## src/rtl/pic_pkg.sv

```systemverilog
package pic_pkg;
  localparam int VEC_W_DEF = 8;

  function automatic int lvl_width(input int ngrp);
    return $clog2(ngrp + 1);
  endfunction
endpackage

```

## src/rtl/pic_group_chain.sv

```systemverilog
module pic_group_chain #(
  parameter int ND    = 4,
  parameter int VEC_W = 8
) (
  input  logic                clk,
  input  logic                rst_n,
  input  logic [ND-1:0]       req,
  input  logic [ND-1:0]       en,
  input  logic [ND-1:0]       edge_md,
  input  logic [ND*VEC_W-1:0] vec,
  input  logic                ack,
  output logic                grp_req,
  output logic [VEC_W-1:0]    win_vec
);
  logic [ND-1:0] req_q;
  logic [ND-1:0] lat_q;
  logic [ND-1:0] pend;
  logic [ND-1:0] take;
  logic [ND:0]   pass;

  // per-device request conditioning
  for (genvar k = 0; k < ND; k++) begin : g_dev
    logic rise;
    assign rise    = req[k] & ~req_q[k];
    assign pend[k] = en[k] & (edge_md[k] ? lat_q[k] : req[k]);

    always_ff @(posedge clk or negedge rst_n) begin
      if (!rst_n) begin
        req_q[k] <= 1'b0;
        lat_q[k] <= 1'b0;
      end else begin
        req_q[k] <= req[k];
        lat_q[k] <= (lat_q[k] & ~(take[k] & ack)) | rise;
      end
    end
  end

  // serial acknowledge chain: position 0 is nearest the core
  assign pass[0] = 1'b1;
  for (genvar k = 0; k < ND; k++) begin : g_chain
    assign take[k]   = pass[k] & pend[k];
    assign pass[k+1] = pass[k] & ~pend[k];
  end

  always_comb begin
    win_vec = '0;
    for (int k = 0; k < ND; k++)
      if (take[k]) win_vec = vec[k*VEC_W +: VEC_W];
  end

  assign grp_req = |pend;

  // acknowledge only reaches a group that is requesting
  assert_ack_to_pending_R2: assert property (@(posedge clk) disable iff (!rst_n)
    ack |-> grp_req);
  // chain hands the acknowledge to at most one device
  assert_single_taker_R3: assert property (@(posedge clk) disable iff (!rst_n)
    $onehot0(take & pend));
endmodule

```

## src/rtl/pic_level_pick.sv

```systemverilog
module pic_level_pick #(
  parameter int NG = 4,
  parameter int PW = 3,
  parameter int GW = 2
) (
  input  logic [NG-1:0] grp_req,
  output logic [PW-1:0] best_lvl,
  output logic [GW-1:0] best_idx
);
  always_comb begin
    best_lvl = '0;
    best_idx = '0;
    for (int g = 0; g < NG; g++) begin
      if (grp_req[g]) begin
        best_lvl = PW'(g + 1);
        best_idx = GW'(g);
      end
    end
  end
endmodule

```

## src/rtl/pic_pri_stack.sv

```systemverilog
module pic_pri_stack #(
  parameter int DEPTH = 4,
  parameter int PW    = 3
) (
  input  logic          clk,
  input  logic          rst_n,
  input  logic          push,
  input  logic          pop,
  input  logic [PW-1:0] din,
  output logic [PW-1:0] top,
  output logic          empty,
  output logic          full
);
  localparam int CW = $clog2(DEPTH + 1);

  logic [PW-1:0] mem [DEPTH];
  logic [CW-1:0] cnt;

  assign empty = (cnt == '0);
  assign full  = (cnt == CW'(DEPTH));
  assign top   = empty ? '0 : mem[cnt - 1'b1];

  always_ff @(posedge clk or negedge rst_n) begin
    if (!rst_n) begin
      cnt <= '0;
      for (int i = 0; i < DEPTH; i++) mem[i] <= '0;
    end else if (push && !full) begin
      mem[cnt] <= din;
      cnt      <= cnt + 1'b1;
    end else if (pop && !empty) begin
      cnt <= cnt - 1'b1;
    end
  end

  assert_no_overflow_R8: assert property (@(posedge clk) disable iff (!rst_n)
    push |-> !full);
  assert_no_mixed_op_R8: assert property (@(posedge clk) disable iff (!rst_n)
    !(push && pop));
endmodule

```

## src/rtl/pic_daisy_ctrl.sv

```systemverilog
module pic_daisy_ctrl
  import pic_pkg::*;
#(
  parameter int NUM_GRP     = 4,
  parameter int DEV_PER_GRP = 4,
  parameter int VEC_W       = VEC_W_DEF,
  parameter int STK_DEPTH   = 4,
  parameter int PW          = lvl_width(NUM_GRP)
) (
  input  logic                                 clk,
  input  logic                                 rst_n,
  input  logic [NUM_GRP*DEV_PER_GRP-1:0]       dev_req,
  input  logic [NUM_GRP*DEV_PER_GRP-1:0]       dev_en,
  input  logic [NUM_GRP*DEV_PER_GRP-1:0]       dev_edge,
  input  logic [NUM_GRP*DEV_PER_GRP*VEC_W-1:0] dev_vec,
  input  logic                                 gie_set,
  input  logic                                 cpu_inta,
  input  logic                                 cpu_reti,
  output logic                                 cpu_intr,
  output logic                                 cpu_ack,
  output logic [VEC_W-1:0]                     ack_vec,
  output logic [PW-1:0]                        ack_pri,
  output logic [PW-1:0]                        cur_pri,
  output logic                                 gie
);
  localparam int GW  = (NUM_GRP > 1) ? $clog2(NUM_GRP) : 1;
  localparam int GSZ = DEV_PER_GRP;

  logic [NUM_GRP-1:0] grp_req;
  logic [NUM_GRP-1:0] grp_ack;
  logic [VEC_W-1:0]   grp_vec [NUM_GRP];
  logic [PW-1:0]      best_lvl;
  logic [GW-1:0]      best_idx;
  logic [PW-1:0]      pri_q;
  logic               gie_q;
  logic               accept;
  logic               pop;
  logic [PW-1:0]      stk_top;
  logic               stk_empty;
  logic               stk_full;

  for (genvar g = 0; g < NUM_GRP; g++) begin : g_grp
    assign grp_ack[g] = accept && (best_idx == GW'(g));
    pic_group_chain #(.ND(GSZ), .VEC_W(VEC_W)) u_chain (
      .clk     (clk),
      .rst_n   (rst_n),
      .req     (dev_req [g*GSZ +: GSZ]),
      .en      (dev_en  [g*GSZ +: GSZ]),
      .edge_md (dev_edge[g*GSZ +: GSZ]),
      .vec     (dev_vec [g*GSZ*VEC_W +: GSZ*VEC_W]),
      .ack     (grp_ack[g]),
      .grp_req (grp_req[g]),
      .win_vec (grp_vec[g])
    );
  end

  pic_level_pick #(.NG(NUM_GRP), .PW(PW), .GW(GW)) u_pick (
    .grp_req  (grp_req),
    .best_lvl (best_lvl),
    .best_idx (best_idx)
  );

  assign cpu_intr = gie_q && (best_lvl > pri_q);
  assign accept   = cpu_inta && cpu_intr && !cpu_reti;
  assign pop      = cpu_reti && !stk_empty;

  pic_pri_stack #(.DEPTH(STK_DEPTH), .PW(PW)) u_stack (
    .clk   (clk),
    .rst_n (rst_n),
    .push  (accept),
    .pop   (pop),
    .din   (pri_q),
    .top   (stk_top),
    .empty (stk_empty),
    .full  (stk_full)
  );

  always_ff @(posedge clk or negedge rst_n) begin
    if (!rst_n) begin
      pri_q   <= '0;
      gie_q   <= 1'b0;
      cpu_ack <= 1'b0;
      ack_vec <= '0;
      ack_pri <= '0;
    end else begin
      cpu_ack <= accept;
      if (accept) begin
        pri_q   <= best_lvl;
        gie_q   <= 1'b0;
        ack_vec <= grp_vec[best_idx];
        ack_pri <= best_lvl;
      end else if (pop) begin
        pri_q <= stk_top;
        gie_q <= 1'b1;
      end else if (gie_set) begin
        gie_q <= 1'b1;
      end
    end
  end

  assign cur_pri = pri_q;
  assign gie     = gie_q;

  assert_pri_raise_R1: assert property (@(posedge clk) disable iff (!rst_n)
    cpu_ack |-> (ack_pri > $past(cur_pri)));
  assert_ack_pulse_R4: assert property (@(posedge clk) disable iff (!rst_n)
    cpu_ack |=> !cpu_ack);
  assert_ack_pri_match_R4: assert property (@(posedge clk) disable iff (!rst_n)
    cpu_ack |-> (cur_pri == ack_pri));
  assert_gie_off_R5: assert property (@(posedge clk) disable iff (!rst_n)
    cpu_ack |-> !gie);
  assert_pri_hold_R8: assert property (@(posedge clk) disable iff (!rst_n)
    (!accept && !pop) |=> $stable(cur_pri));
  assert_no_stack_spill_R8: assert property (@(posedge clk) disable iff (!rst_n)
    accept |-> !stk_full);
endmodule

```

## config.mk

```make
export PLATFORM = sky130hd
export DESIGN_NAME = pic_daisy_ctrl
export DESIGN_NICKNAME = d
export VERILOG_FILES = /design/src/rtl/pic_pkg.sv /design/src/rtl/pic_group_chain.sv /design/src/rtl/pic_level_pick.sv /design/src/rtl/pic_pri_stack.sv /design/src/rtl/pic_daisy_ctrl.sv
export SDC_FILE = /design/constraint.sdc
export NUM_CORES = 1
export LEC_CHECK = 0
export ABC_AREA = 1
export BUFFER_PORTS_ARGS = -buffer_cell sky130_fd_sc_hd__buf_2
export CORE_MARGIN = 8
export CORE_UTILIZATION = 49
export CTS_BUF_LIST = sky130_fd_sc_hd__clkbuf_2 sky130_fd_sc_hd__clkbuf_4 sky130_fd_sc_hd__clkbuf_8
export CTS_CLUSTER_SIZE = 25
export DETAILED_ROUTE_END_ITERATION = 8
export PLACE_DENSITY = 0.81
export SYNTH_ARGS = -nofsm -noshare
export SYNTH_HDL_FRONTEND = slang
export SYNTH_SLANG_ARGS = --single-unit
```

## constraint.sdc

```tcl
create_clock -name clk -period 2.7 [get_ports clk]
set_input_delay 0.405 -clock clk [delete_from_list [all_inputs] [get_ports clk]]
set_output_delay 0.405 -clock clk [all_outputs]
set_load 0.1 [all_outputs]
```

==> impl_metrics.toml, run 1 <==
[outcome]
status = "complete, no violations"

[clock_tree]
postCtsHoldBufs = 0
clock_sinks = 63
h-tree-depth = 3
insertion_delay_ps = 340
path_clk_slew_ps = 70
root_buffer = "clkbuf_8"
cts_buffers = 9
clockBufferDepth = 2
cts_tree = "yes"

[timing]
fmax_mhz = 380.8
fin_setup_tns_ps = 0
rsz0062_at_grt = "yes"
period_needed_ps = 2626
fin_skew_ps = 7.879
hold_viol = 0
fin_crit_sh = 0.9725
setup_viol = 0
hold_ws_ps = 54.42
relSlewSlack = 0.6571
slew_viol_final = 0
worst_slew_pin_slew_ps = 517.9

[logic_synthesis]
synthMuxAreaShare = 0
yosys.area.top_type = "dfrtp_1"
ys_warn_count = 0
netlist_instances = 659
synth_seq_area_share = 0.3603
ys_seq_elements = 63
yosys.area_share.adder = 0.02860
synthDistinctLibCells = 34
synth-edff-count = 0
ys_dominant_reg_cell = "dfrtp_1"
synth_area_leaders = "dfrtp_1, nand2_1, nand3_1"
synth_top_area_frac = 0.3603
synthXorXnorAreaFrac = 0.004003
syn_nets = 850
synthArstFlopShare = 1.000
yosys.area_share.simple = 0.4198
synth_compound_area_frac = 0.08693
synth_top_family_by_area = "simple AND/OR/NAND/NOR gates"
synth_area_um2 = 4375
syn_area_per_cell_um2 = 6.640

[power_and_ir_drop]
powerDensity_nw_per_um2 = 777.4
power.leakage_nw = 3.464
vdd_drop_max_uv = 461.5

[job]
drv_cap = 0

[floorplan]
core-area_um2 = 8678
die_area_um2 = 12210
floorplan.initialDensity = 0.5042
dieHeight_um = 110.5
die_w_um = 110.5
rows = 34
io_pins = 198

[route]
wire_per_inst_um = 15.67
drtPass1Iterations = 5
viasPerCell = 5.285
drtIter0Drc = 386
drc = 0
vias = 5317
antenna_left = 0
routed_wl_um = 15760

[final_layout]
fill_cells = 779
synthToLayoutAreaGrowth_pct = 39.41
regArea_um2 = 1578
diodes = 0
drive_gt1_frac = 0.3452
num-nets-final = 1084
multiInputGateArea_um2 = 2471

[global_route]
grt.met1_usage = 0.2803
grt_pass1_vias = 5503
grt_overflow_total = 0
grt_use_met2 = 0.4320
groute.usage.overall = 0.2485
grt_antenna_before_repair = 0
gr-max-usage-layer = "met2"
grt_pass1_wl_um = 25560
use_met3 = 0.06656
grt_max_degree = 64

[worst_setup_path]
crit_slowest_cell = "dfrtp_1"
crit_arrival_ps = 2220
critPathMaxStageDelay_ps = 380
critPathKind = "reg -> out"
cp-end-kind = "primary output"
cp-start-kind = "register"
critical_path.cell_chain = "inv_1 -> nand2_1 -> nand2_2 -> nand2_2 -> nor2_4 -> buf_6 -> a21oi_2 -> ha_1 -> nand2_1 -> o21ai_2 -> nand2_4 -> clkinvlp_4 -> buf_12"
worstPathRequired_ps = 2300
crit_fanout = 2

[min_path]
hp-class = "in -> async"

[place]
hpwl_um = 12670
gp_congestion = 0.9410
portBuffers = 197
final cells by class:
type,instances,area share
inverters,99,0.06174
well taps,108,0.02215
multi-input cells,486,0.4051
clock buffers,13,0.02728
clock inverters,3,0.01067
flip-flops and latches,63,0.2587
repair buffers,234,0.2144
sequential cells by signal, summed over array words and instances (netlist names):
register and cells:
ack_pri 3, ack_vec 8, cpu_ack 1, cur_pri 3
g_grp.u_chain.lat_q 16, g_grp.u_chain.req_q 16, gie 1, u_stack.cnt 3
u_stack.mem 12
cell families after synthesis:
family          after synthesis
compound gates               71
xor+xnor                      2
fa+ha+maj                    10
buf+inv                     110
flops                        63
simple gates                403
cells in the final DEF (no fill, tap or decap), drive strengths merged:
master,instances
inv,93
xor2,2
o31ai,2
dfrtp,63
nor2,58
nand2,220
o22ai,1
o211ai,4
a21oi,5
clkinvlp,1
o221ai,1
clkbuf,13
nand4,10
bufinv,2
nor3,1
nand3,104
buf,234
nand3b,8
clkinv,6
or2,2
o21ai,57
ha,10
a221o,1
power by group:
group	switching, mW	total (mW)	internal (mW)
combinational	1.77	2.46	0.685
clock	0.373	0.964	0.591
sequential	0.163	1.32	1.16
worst paths after layout:
path | start | to | slack (ps) | cells after the start
max | g_grp[1].u_chain.lat_q[3]$_DFF_PN0_ | cpu_intr | 70 | 13
min | rst_n | g_grp[2].u_chain.lat_q[0]$_DFF_PN0_ | 50 | 2
max reg2reg | g_grp[1].u_chain.lat_q[3]$_DFF_PN0_ | u_stack.mem[8]$_DFFE_PN0P_ | 200 | 17
min reg2reg | g_grp[0].u_chain.req_q[0]$_DFF_PN0_ | g_grp[0].u_chain.lat_q[0]$_DFF_PN0_ | 410 | 1
max in group asynchronous | rst_n | cur_pri[2]$_DFFE_PN0P_ | 2340 | 2
min in group clk | dev_req[1] | g_grp[0].u_chain.req_q[1]$_DFF_PN0_ | 190 | 1
Yosys cell counts (2+ instances only):
library cell,count
nand2_2,4
nor2_1,44
nand3_1,100
nand2_1,214
ha_1,10
nor2_8,2
o31ai_1,2
nand3b_1,8
clkbuf_1,2
a21oi_1,5
nor2_2,9
o211ai_1,4
clkinv_1,4
inv_2,3
dfrtp_1,63
o21ai_0,43
nand4_1,10
buf_2,5
nand2_4,2
inv_1,91
o21ai_1,14
xor2_1,2
buf_4,3
nand3_2,3
nor2_4,3
critical path, delay by kind of cell (launching register included):
family,cells,cell delay [ps]
AO/OA/AOI/OAI,2,210
buffers and inverters,4,440
flip-flops,1,380
adder cells (fa/ha/maj),1,300
AND/OR/NAND/NOR,6,520
timing repair:
| action | 4_1_cts | 5_1_grt |
|---|---|---|
| pin swaps | 16 | 13 |
| setup buffers | 7 | 5 |
| endpoints found under the setup margin | 5 | 31 |
| gates resized for setup | 18 | 18 |
per-layer routing:
metal	part of all wire	wire length, um
met1	0.39	6199
met3	0.087	1376
met4	0.030	467
met2	0.49	7721
met5	0	0
stage by stage:
step | worst slack, ps | area, um^2 | utilization | power (mW) | cells
floorplan | 82.32 | 4380 | - | 2.948 | 659
global placement | 4.067 | 5670 | 0.6534 | 3.639 | 979
detailed placement | -101.3 | 5670 | 0.6534 | 3.677 | 979
CTS | 29.33 | 5991 | 0.6903 | 4.651 | 1001
global route | -33.68 | 6100 | 0.7029 | 4.995 | 1006
finish | 74.13 | 6100 | 0.7029 | 4.742 | 1006
Power figures use the tool's default switching activity.
==> inputs of run 2 (changes only) <==
--- a/config.mk
+++ b/config.mk
@@ -8,11 +8,12 @@
 export ABC_AREA = 1
 export BUFFER_PORTS_ARGS = -buffer_cell sky130_fd_sc_hd__buf_2
 export CORE_MARGIN = 8
-export CORE_UTILIZATION = 49
+export CORE_UTILIZATION = 50
 export CTS_BUF_LIST = sky130_fd_sc_hd__clkbuf_2 sky130_fd_sc_hd__clkbuf_4 sky130_fd_sc_hd__clkbuf_8
 export CTS_CLUSTER_SIZE = 25
 export DETAILED_ROUTE_END_ITERATION = 8
-export PLACE_DENSITY = 0.81
+export PLACE_DENSITY = 0.83
 export SYNTH_ARGS = -nofsm -noshare
 export SYNTH_HDL_FRONTEND = slang
+export SYNTH_HIERARCHICAL = 1
 export SYNTH_SLANG_ARGS = --single-unit
==> impl_metrics.toml, run 2 <==
[outcome]
status = "complete, no violations"

[route]
routed_wl_um = 15130
highest_layer = "met4"
viasPerCell = 5.079
wire_per_inst_um = 14.74
route.met3.wl_um = 1200
drc = 0
met2_length_um = 7634
drt-met1-wl_um = 6058
drtIter0Drc = 313
drtPass1Iterations = 5
antenna_left = 0
vias = 5211

[floorplan]
core-area_um2 = 9153
floorplan.initialDensity = 0.5092
io_pins = 198
dieHeight_um = 112.5
die_w_um = 112.5
die_area_um2 = 12670
rows = 35

[clock_tree]
cts_buffers = 9
clock_sinks = 63
postCtsHoldBufs = 0
clockBufferDepth = 2
path_clk_slew_ps = 70
cts_tree = "yes"
root_buffer = "clkbuf_8"
h-tree-depth = 3
insertion_delay_ps = 340

[timing]
fin_crit_sh = 0.9871
worst_slew_pin_slew_ps = 615.5
fin_setup_tns_ps = 0
fmax_mhz = 375.2
hold_viol = 0
fin_skew_ps = 10.87
rsz0062_at_grt = "yes"
setup_viol = 0
relSlewSlack = 0.5897
slew_viol_final = 0
period_needed_ps = 2665

[logic_synthesis]
syn_nets = 866
synth_area_um2 = 4661
ys_warn_count = 6
syn_area_per_cell_um2 = 6.895
netlist_instances = 676

[power_and_ir_drop]
powerDensity_nw_per_um2 = 783.3
power.leakage_nw = 3.536
vdd_drop_max_uv = 676.0

[place]
hpwl_um = 12480
portBuffers = 197
gp_congestion = 0.8946

[worst_setup_path]
worstPathRequired_ps = 2300
critPathKind = "reg -> out"
crit_fanout = 3
crit_slowest_cell = "dfrtp_1"
cp-end-kind = "primary output"
critPathTopFamily = "simple AND/OR/NAND/NOR gates"
critical_path.cell_chain = "inv_1 -> nand2_1 -> nand3_2 -> nand2_4 -> nor2_4 -> nand2_4 -> buf_6 -> nor2_4 -> nor2_4 -> inv_2 -> ha_4 -> nand3_2 -> nand2_2 -> a21oi_4 -> buf_12"
crit_top_cell = "nor2_4"
critPathMaxStageDelay_ps = 390
cp-start-kind = "register"
crit_arrival_ps = 2260
path_buf_inv = 4

[global_route]
groute.usage.overall = 0.2361
grt_overflow_total = 0
grt_antenna_before_repair = 0
grt_pass1_wl_um = 24070
grt_pass1_vias = 5232
grt_max_degree = 39

[final_layout]
drive_gt1_frac = 0.3727
utilization = 0.6935
final_common_cell = "nand2_1"
final_cell_mix = "nand2_1, buf_2, nand3_1"
largestRegisters = "g_grp.u_chain/lat_q x16, g_grp.u_chain/req_q x16, u_stack/mem x12"
num-nets-final = 1101
fill_cells = 833
diodes = 0
synthToLayoutAreaGrowth_pct = 36.19

[min_path]
hp-class = "in -> async"

[job]
drv_cap = 0
## run 2: report_power, final
part	internal [mW]	switching, mW
clock	0.481	0.366
sequential	1.18	0.195
combinational	0.778	1.97
total	2.44	2.53
## run 2: per-layer routing
metal | up-vias | track usage
met5 | - | 0
met4 | 0 | 0.07554
met3 | 18 | 0.06334
met2 | 200 | 0.4146
met1 | 2367 | 0.2720
li1 | 2626 | -
## run 2: path summary, 6_finish.rpt
path / startpoint / endpoint / slack [ps] / cells past startpoint
worst min-delay path: rst_n / u_stack/mem[10]$_DFFE_PN0P_ / 70 / 1
min in group clk: dev_req[0] / g_grp[0].u_chain/req_q[0]$_DFF_PN0_ / 190 / 1
max in group asynchronous: rst_n / g_grp[1].u_chain/req_q[1]$_DFF_PN0_ / 2010 / 2
worst max register to register: g_grp[2].u_chain/lat_q[0]$_DFF_PN0_ / g_grp[0].u_chain/lat_q[1]$_DFF_PN0_ / 160 / 20
worst max-delay path: g_grp[2].u_chain/lat_q[0]$_DFF_PN0_ / cpu_intr / 30 / 15
worst min register to register: g_grp[2].u_chain/req_q[2]$_DFF_PN0_ / g_grp[2].u_chain/lat_q[2]$_DFF_PN0_ / 400 / 1
## run 2: cell type report
cell class / count / area (um^2) / share of cell area
inverter: 90 / 362.8 / 0.05717
timing repair buffer: 232 / 1280 / 0.2017
tap: 111 / 138.9 / 0.02188
clock buffer: 12 / 158.9 / 0.02503
multi-input combinational: 515 / 2788 / 0.4392
sequential: 63 / 1577 / 0.2484
clock inverter: 3 / 42.54 / 0.006702
## run 2: timing repair
| action | CTS | global route |
|---|---|---|
| resized for setup | 15 | 11 |
| setup buffers | 5 | 8 |
| endpoints found under the setup margin | 1 | 17 |
| pin swaps | 12 | 16 |
## run 2: stage by stage
step	hold slack (ps)	power (mW)	std cells	worst slack [ps]	area, um^2
final	73.39	4.972	1026	34.70	6347
after global routing	103.7	5.283	1026	-67.14	6347
after CTS	80.94	4.929	1018	9.708	6240
after detailed placement	398.6	4.074	1000	-56.89	5963
after global placement	393.3	4.037	1000	23.78	5963
after floorplan	109.4	3.346	676	-22.61	4717
==> inputs of run 3 (changes only) <==
--- a/config.mk
+++ b/config.mk
@@ -7,6 +7,7 @@
 export LEC_CHECK = 0
 export ABC_AREA = 1
 export BUFFER_PORTS_ARGS = -buffer_cell sky130_fd_sc_hd__buf_2
+export CORE_ASPECT_RATIO = 0.7
 export CORE_MARGIN = 8
 export CORE_UTILIZATION = 50
 export CTS_BUF_LIST = sky130_fd_sc_hd__clkbuf_2 sky130_fd_sc_hd__clkbuf_4 sky130_fd_sc_hd__clkbuf_8
==> impl_metrics.toml, run 3 (synthesis gave the netlist of run 2 again) <==
[route]
drc = 0
routed_wl_um = 15520
vias = 5247
drtIter0Drc = 323
drtPass1Iterations = 7
viasPerCell = 5.065
antenna_left = 0
wire_per_inst_um = 14.98

[power_and_ir_drop]
p_clk_frac = 0.170
comb_power_share = 0.552
total_power_mw = 4.983
swShare = 0.5118
switching_power_mw = 2.550
vdd_drop_max_uv = 533.3
power.leakage_nw = 3.525
p_int_mw = 2.433
powerDensity_nw_per_um2 = 786.2
pwr-share-seq = 0.278

[global_route]
grt_pass1_wl_um = 25180
grt_overflow_total = 0
groute.usage.overall = 0.2394
grt_max_degree = 64
grt_pass1_vias = 5167
grt_antenna_before_repair = 0

[place]
hpwl_um = 12720
portBuffers = 197
gp_congestion = 0.9113
pre_cts_slack_ps = -38.28

[clock_tree]
h-tree-depth = 3
clock_sinks = 63
clockBufferDepth = 2
cts_tree = "yes"
insertion_delay_ps = 340
cts_buffers = 9
path_clk_slew_ps = 70
root_buffer = "clkbuf_8"

[timing]
slew_viol_final = 0
fin_setup_tns_ps = 0
fmax_mhz = 374.0
setup_ws_ps = 26.44
fin_crit_sh = 0.9902
setup_viol = 0
rsz0062_at_grt = "yes"
period_needed_ps = 2674
worst_slew_pin_slew_ps = 495.7
relSlewSlack = 0.6718
hold_viol = 0
hold_ws_ps = 66.61
fin_skew_ps = 8.908

[worst_setup_path]
critPathKind = "reg -> out"
cp-end-kind = "primary output"
crit_arrival_ps = 2270
worstPathRequired_ps = 2300
cp-start-kind = "register"
crit_fanout = 3

[final_layout]
synthToLayoutAreaGrowth_pct = 36.00
utilization = 0.6988
largestRegisters = "g_grp.u_chain/lat_q x16, g_grp.u_chain/req_q x16, u_stack/mem x12"
drive_gt1_frac = 0.3739
diodes = 0
final_common_cell = "nand2_1"
num-nets-final = 1098
fill_cells = 792
final_cell_mix = "nand2_1, buf_2, nand3_1"

[floorplan]
floorplan.initialDensity = 0.5138
core-area_um2 = 9071
die_area_um2 = 12720
io_pins = 198
dieHeight_um = 96.78
rows = 29
die_w_um = 131.4

[outcome]
status = "complete, no violations"

[min_path]
hp-class = "in -> async"

[job]
drv_cap = 0
## run 3: cell count changes in the layout (fill, tap and decap cells not counted), moves of 2 or more
| cell | delta |
|---|---|
| nand2_2 | -2 |
| buf_4 | -2 |
| inv_1 | -2 |
| nand2_4 | +3 |
## run 3: worst max-delay path: stages, from the launching register on
cell and delay, ps:
dfrtp_1 360, inv_2 50, nand2_2 60, nand3_2 80, nand2_4 100, nor2_4 50
nand2_4 120, inv_4 60, nand2_4 60, nand2_4 60, nor2_4 110, inv_2 40
ha_2 160, nand3b_1 220, a21oi_4 190, buf_12 190
## run 3: area by class of cell
class | count | area, um^2 | share of cell area
clock buffers | 12 | 158.9 | 0.02507
clock inverters | 3 | 42.54 | 0.006711
inverters | 90 | 365.4 | 0.05764
multi-input cells | 515 | 2786 | 0.4396
flip-flops and latches | 63 | 1577 | 0.2487
well taps | 124 | 155.1 | 0.02448
repair buffers | 229 | 1254 | 0.1978
## run 3: timing repair
item	in CTS	in global routing
gates resized for setup	16	14
hold endpoints to repair	0	0
pin swaps	21	15
hold buffers	0	0
setup buffers	6	6
setup endpoints to repair	1	23
## run 3: worst paths after layout
check,from,endpoint,slack (ps),cells past startpoint
setup / recovery,g_grp[2].u_chain/lat_q[1]$_DFF_PN0_,cpu_intr,30,15
setup reg to reg,g_grp[2].u_chain/lat_q[1]$_DFF_PN0_,g_grp[2].u_chain/lat_q[1]$_DFF_PN0_,140,20
min in group clk,dev_req[12],g_grp[3].u_chain/req_q[0]$_DFF_PN0_,180,1
hold reg to reg,g_grp[0].u_chain/req_q[0]$_DFF_PN0_,g_grp[0].u_chain/lat_q[0]$_DFF_PN0_,400,1
max in group asynchronous,rst_n,g_grp[0].u_chain/req_q[0]$_DFF_PN0_,2350,2
hold / removal,rst_n,gie$_DFFE_PN0P_,70,2
## run 3: metal layers
metal,routed length (um),vias up,part of all wire,track usage
met5,0,-,0,0
met4,75,0,0.0048,0.03430
met3,1559,9,0.10,0.09762
met2,6985,218,0.45,0.3821
met1,6903,2394,0.44,0.3039
li1,-,2626,-,-
## run 3: through the flow
stage,area [um^2],std cells
3_5_place_dp,5964,1011
2_1_floorplan,4717,676
4_1_cts,6246,1030
3_3_place_gp,5964,1011
5_1_grt,6339,1036
6_report,6339,1036
## run 3: power groups by stage
stage               combinational (mW)  sequential, mW  clock, mW
floorplan                         1.23            2.12          0
global placement                  2.66            1.39          0
detailed placement                2.70            1.39          0
CTS                               2.70            1.38      0.859
global route                      2.97            1.42      0.903
finish                            2.75            1.39      0.845
